<file path="src/rtl/mlt3_line_encoder.sv">
module mlt3_line_encoder #(
  parameter int WORD_W = 20
) (
  input  logic              clk,
  input  logic              rst_n,
  input  logic              baud_en,
  input  logic [WORD_W-1:0] word_data,
  input  logic              word_valid,
  output logic              word_ready,
  output logic [1:0]        level,
  output logic              at_boundary,
  output logic              phase_error,
  output logic              underrun
);

  localparam int CNT_W = (WORD_W > 1) ? $clog2(WORD_W) : 1;
  localparam logic [CNT_W-1:0] LAST_IDX = CNT_W'(WORD_W - 1);

  logic [WORD_W-1:0] shreg;
  logic [CNT_W-1:0]  bit_idx;
  logic [1:0]        phase;

  wire       last_bit = (bit_idx == LAST_IDX);
  wire [1:0] phase_nx = phase + {1'b0, shreg[WORD_W-1]};

  assign word_ready = baud_en & last_bit;

  always_ff @(posedge clk or negedge rst_n) begin
    if (!rst_n) begin
      shreg       <= '0;
      bit_idx     <= LAST_IDX;
      phase       <= 2'd0;
      level       <= 2'b00;
      at_boundary <= 1'b0;
      phase_error <= 1'b0;
      underrun    <= 1'b0;
    end else begin
      at_boundary <= 1'b0;
      phase_error <= 1'b0;
      if (baud_en) begin
        phase <= phase_nx;
        level <= phase_nx[0] ? {phase_nx[1], 1'b1} : 2'b00;
        if (last_bit) begin
          shreg       <= word_valid ? word_data : '0;
          underrun    <= underrun | ~word_valid;
          bit_idx     <= '0;
          at_boundary <= ~phase_nx[0];
          phase_error <= phase_nx[0];
        end else begin
          shreg   <= shreg << 1;
          bit_idx <= bit_idx + CNT_W'(1);
        end
      end
    end
  end

endmodule

</file>
<file path="config.mk">
export PLATFORM = sky130hd
export DESIGN_NAME = mlt3_line_encoder
export DESIGN_NICKNAME = d
export VERILOG_FILES = /design/src/rtl/mlt3_line_encoder.sv
export SDC_FILE = /design/constraint.sdc
export NUM_CORES = 1
export LEC_CHECK = 0
export CORE_ASPECT_RATIO = 2
export CORE_MARGIN = 1.5
export CORE_UTILIZATION = 45
export DETAILED_ROUTE_END_ITERATION = 8
export GPL_TIMING_DRIVEN = 0
export PLACE_DENSITY = 0.74
export SLEW_MARGIN = 30
export SYNTH_ARGS = -nofsm -noshare
export SYNTH_HDL_FRONTEND = slang
export SYNTH_SLANG_ARGS = --single-unit
</file>
<file path="constraint.sdc">
create_clock -name clk -period 1.4 [get_ports clk]
set_input_delay 0.14 -clock clk [delete_from_list [all_inputs] [get_ports clk]]
set_output_delay 0.14 -clock clk [all_outputs]
set_load 0.05 [all_outputs]
</file>
* Word-level counts from Yosys, hierarchy flattened
Index checks and enable logic that the tools add are counted.
Storage, ports and cells: memory bits (read-only) 0, word-level logic and storage cells 23, bits in writable memories 0, register bits after elaboration 32, bits of input ports 24, output and inout port bits 6, latch bits 0, memories 0
Cells by class: reduce and logical (&&, ||, !) cells 1, multiply operators 0, bitwise operators 4, equal/unequal tests 1, div/mod/pow operators 0, shifts and indexed selects 0, order comparisons 0, $add $sub $neg 2, muxes and demuxes 8
Operators by type and width (count):
- $mux 20 | 2
- $add 5x1->5 const B | 1
- $eq 5x5->1 const B | 1
- $mux 5 | 1
- $mux 1 | 4
- $add 2x1->2 | 1
- $mux 2 | 1
- $not 1->1 | 2
- $reduce_and 2->1 | 1
- $and 1x1->1 | 1
- $or 1x1->1 | 1

* Longest topological paths before layout
Gate-level depths: netlist of run 1.
depth in word-level cells 4, mapped depth 5, depth with buffers taken out 4

* Worst setup path before layout of run 1
No wires, ideal clock.
kind register to register, start point reg bit_idx[0], end point reg shreg[10], setup slack -0.134 ns, buffers on the path 1, arrival time 1.398 ns, stages on the path, launching flop included 6, required time 1.264 ns, period minus slack after synthesis 1.534 ns, setup time 0.136 ns, cells stage by stage dfstp_2 > ha_1 > nand3b_1 > nor2_2 > buf_6 > a222oi_1
Between the ends: longest elaborated chain between the ends 2
RTL lines:
- start, declared | RTL line 20 | logic [CNT_W-1:0] bit_idx;
- start signal, assigned | RTL line 51 | bit_idx <= bit_idx + CNT_W'(1);
- $eq 5x5->1 | RTL line 23 | wire last_bit = (bit_idx == LAST_IDX);
- $mux 20 | RTL line 43 | if (last_bit) begin
- end signal, assigned | RTL line 44 | shreg <= word_valid ? word_data : '0;
- end signal, assigned | RTL line 50 | shreg <= shreg << 1;
- end, declared | RTL line 19 | logic [WORD_W-1:0] shreg;
No other way between the ends. A chain may end at the register's enable or synchronous reset.

* Final worst setup path of run 1
start point reg bit_idx[1], end point out word_ready
Between the ends: longest elaborated chain between the ends 2
RTL lines:
- $eq 5x5->1 | RTL line 23
- $and 1x1->1 | RTL line 26 | assign word_ready = baud_en & last_bit;
- end, declared | RTL line 9 | output logic word_ready,
No other way between the ends.

==> run_results.csv, run 1 <==
group,metric,value,unit
clock_tree,cts_max_path_buffers,2,
layout,regArea,779.5,um^2
route,drt_first_pass_iters,8,
sta,timing.final.ws_setup,-0.2564,ns
run_status,status,"finished with violations",
die,core-area,0.003120,mm^2
placed_design,io_buffers,28,
layout,fillCellCount,254,
clock_tree,clk_pin_slew,0.06,ns
die,rows,29,
yosys,synth_top_area_frac,0.4782,
critical_path,crit_required,1.26,ns
sta,timing.fmax,603.7,MHz
layout,synthToLayoutAreaGrowth,35.18,%
sta,worst_slew_pin_slew,0.6951,ns
yosys,syn_area,0.001465,mm^2
route,avgRoutedWirePerCell,16.89,um
worst_hold_path,hold_path.class,"in2reg",
yosys,ys_seq_area_frac,0.5320,
yosys,async_flop_share,1.000,
route,antenna_left,0,
critical_path,r2r.worst_path.cells,7,
layout,n_antenna_cell,0,
global_routing,grt_pass1_wl,5.623,mm
critical_path,r2r-start,"bit_idx[1]",
global_routing,grt_max_degree,32,
die,die_h,83.70,um
route,first_iter_violations,90,
sta,finalMaxSlewViolations,0,
die,dieArea,0.003628,mm^2
global_routing,grt_pass1_vias,1243,
placed_design,routabilityCongestion,0.8015,
yosys,yosysWarnings,0,
route,vias,1185,
critical_path,path_class,"reg2out",
layout,drive_gt1_frac,0.2210,
global_routing,gr-total-overflow,0,
yosys,synth_nets,159,
sta,skew,0.002599,ns
power_and_ir_drop,peakVddDrop,0.001034,V
sta,finalCritPeriodShare,1.183,
critical_path,rrSetupSlack,-0.16,ns
clock_tree,cts_tree,"done",
run_status,violations,"setup timing",
yosys,synth_seq_cells,31,
yosys,netlist_top_cells_area,"dfrtp_1, a222oi_1, inv_1",
clock_tree,clockRootBuffer,"clkbuf_8",
route,drc,0,
job,maxCapViolCount,0,
die,io_pins,30,
yosys,synth_cells,133,
sta,whs,0.1360,ns
yosys,synth-edff-count,0,
die,initial_core_util,0.4695,
critical_path,worstSetupEndpointType,"output pin",
layout,multiInputGateArea,513.0,um^2
clock_tree,clock_sinks,31,
sta,period_needed,1.656,ns
clock_tree,cts_buffers,5,
critical_path,cp.arrival,1.52,ns
critical_path,crit_start,"bit_idx[1]",
yosys,post_synth.cell_area_avg,11.02,um^2
critical_path,r2r_end,"shreg[5]",
worst_hold_path,whs_path_depth,2,
layout,finalNetCount,206,
sta,hold_violations,0,
die,fp.dieW,43.35,um
sta,setup_violations,24,
power_and_ir_drop,p_per_area,1691,mW/mm^2
placed_design,hpwl,2.368,mm
critical_path,startpoint_type,"flip-flop",
yosys,yosysUniqueCellTypes,31,
clock_tree,clkLatencyLatePin,0.28,ns
sta,rsz0062_at_grt,"true",
global_routing,grt_antenna_before_repair,0,
worst_hold_path,min_to,"level[0]",
critical_path,crit_path_max_fanout,2,
power_and_ir_drop,p_leak,0.9550,nW
worst_hold_path,min_from,"baud_en",
route,totalWireLength,3.581,mm
global_routing,grt_usage,0.2107,
placed_design,place_ws,-0.8806,ns
yosys,yosys.area.top_type,"dfrtp_1",
sta,relSlewSlack,0.5366,
route,vias_per_cell,5.590,
yosys,ys.flop_type,"dfrtp_1",
clock_tree,htree_levels,2,
final cells by class:
| cell class | count | share of cell area |
|---|---|---|
| flip-flops and latches | 31 | 0.3936 |
| multi-input cells | 67 | 0.2590 |
| repair buffers | 40 | 0.1908 |
| clock inverters | 1 | 0.002527 |
| inverters | 25 | 0.04738 |
| clock buffers | 7 | 0.03853 |
| plain buffers | 10 | 0.04864 |
| well taps | 31 | 0.01958 |
how the worst max path moves through the flow:
stage / slack [ns] / to / cells after the start
2_1_floorplan: -0.08 / shreg[10] / 5
3_3_place_gp: -0.86 / word_ready / 5
3_5_place_dp: -0.88 / word_ready / 5
4_1_cts: -0.23 / word_ready / 5
5_1_grt: -0.31 / word_ready / 5
6_report: -0.26 / word_ready / 5
repair_timing:
item	4_1_cts	5_1_grt
cloned	1	1
hold buffers	1	0
buffers inserted	8	3
hold endpoints to repair	28	0
pin swaps	4	4
resized for setup	19	5
endpoints found under the setup margin	27	24
worst max-delay path, cell delays in order (launching register included):
cell      delay [ns]
dfstp_2         0.55
ha_4            0.13
nand3b_1        0.14
nor2_4          0.16
buf_6           0.12
buf_8           0.13
kinds of logic (layout without fill, tap and decap cells):
kind of cell / Yosys count / count (layout) / share of synthesized area
and+or+nand+nor: 32 / 32 / 0.1059
muxes: 1 / 1 / 0.007685
buffers and inverters: 35 / 83 / 0.1298
xor gates and xnor gates: 3 / 3 / 0.01794
adders and majority gates: 2 / 2 / 0.01708
AOI/OAI and AO/OA: 29 / 29 / 0.1896
DFF: 31 / 31 / 0.5320
layout by cell type, fill, tap and decap left out, types with 3 or more instances in the layout:
master / synthesis / routed
a222oi_1: 18 / 18
dlygate4sd2_1: 0 / 4
buf_6: 4 / 8
xnor2_1: 3 / 3
inv_1: 25 / 25
clkdlybuf4s50_1: 0 / 21
clkbuf_1: 1 / 3
clkbuf_8: 2 / 7
buf_4: 2 / 9
nand2_1: 23 / 23
dfstp_2: 3 / 3
dfrtp_1: 28 / 28
synthesized netlist by cell type (2+ instances only):
cell and instances:
clkbuf_8 2, buf_4 2, ha_1 2, nand2_1 23, inv_1 25, a222oi_1 18, xnor2_1 3, dfstp_2 3
o21ai_0 2, a21oi_1 2, dfrtp_1 28, buf_6 4
sequential cells by signal (all words and copies together) (netlist names):
name	cells
at_boundary	1
level	2
underrun	1
shreg	20
phase	1
phase_error	1
bit_idx	5
per-stage QoR:
stage	utilization	cell area, um^2	setup TNS (ns)	power, mW	instances
detailed placement	0.5742	1792	-3.660	2.595	192
global placement	0.5758	1797	-12.05	2.519	192
floorplan	-	1478	-0.6891	2.259	133
global route	0.6347	1981	-4.079	3.564	212
finish	0.6347	1981	-2.440	3.349	212
CTS	0.6303	1967	-2.365	3.328	210
layer usage:
layer,GRT usage,part of all wire,vias to the layer above,wire length [um]
met5,0,0,-,0
met3,0.05411,0.054,8,193
met2,0.3596,0.58,40,2090
li1,-,-,561,-
met1,0.2315,0.34,576,1212
met4,0.1019,0.024,0,85
where the power goes:
group	switching, mW	internal (mW)	leakage, nW
clock	0.313	0.348	0.0422
sequential	0.185	1.25	0.340
combinational	0.652	0.597	0.573
(Power assumes the default switching activity.)
==> run 2, diff against run 1 <==
--- a/config.mk
+++ b/config.mk
@@ -5,6 +5,7 @@
 export SDC_FILE = /design/constraint.sdc
 export NUM_CORES = 1
 export LEC_CHECK = 0
+export ABC_AREA = 0
 export CORE_ASPECT_RATIO = 2
 export CORE_MARGIN = 1.5
 export CORE_UTILIZATION = 45
==> results of run 2 <==
Final layout, timing and power as in run 1 (identical DEF).
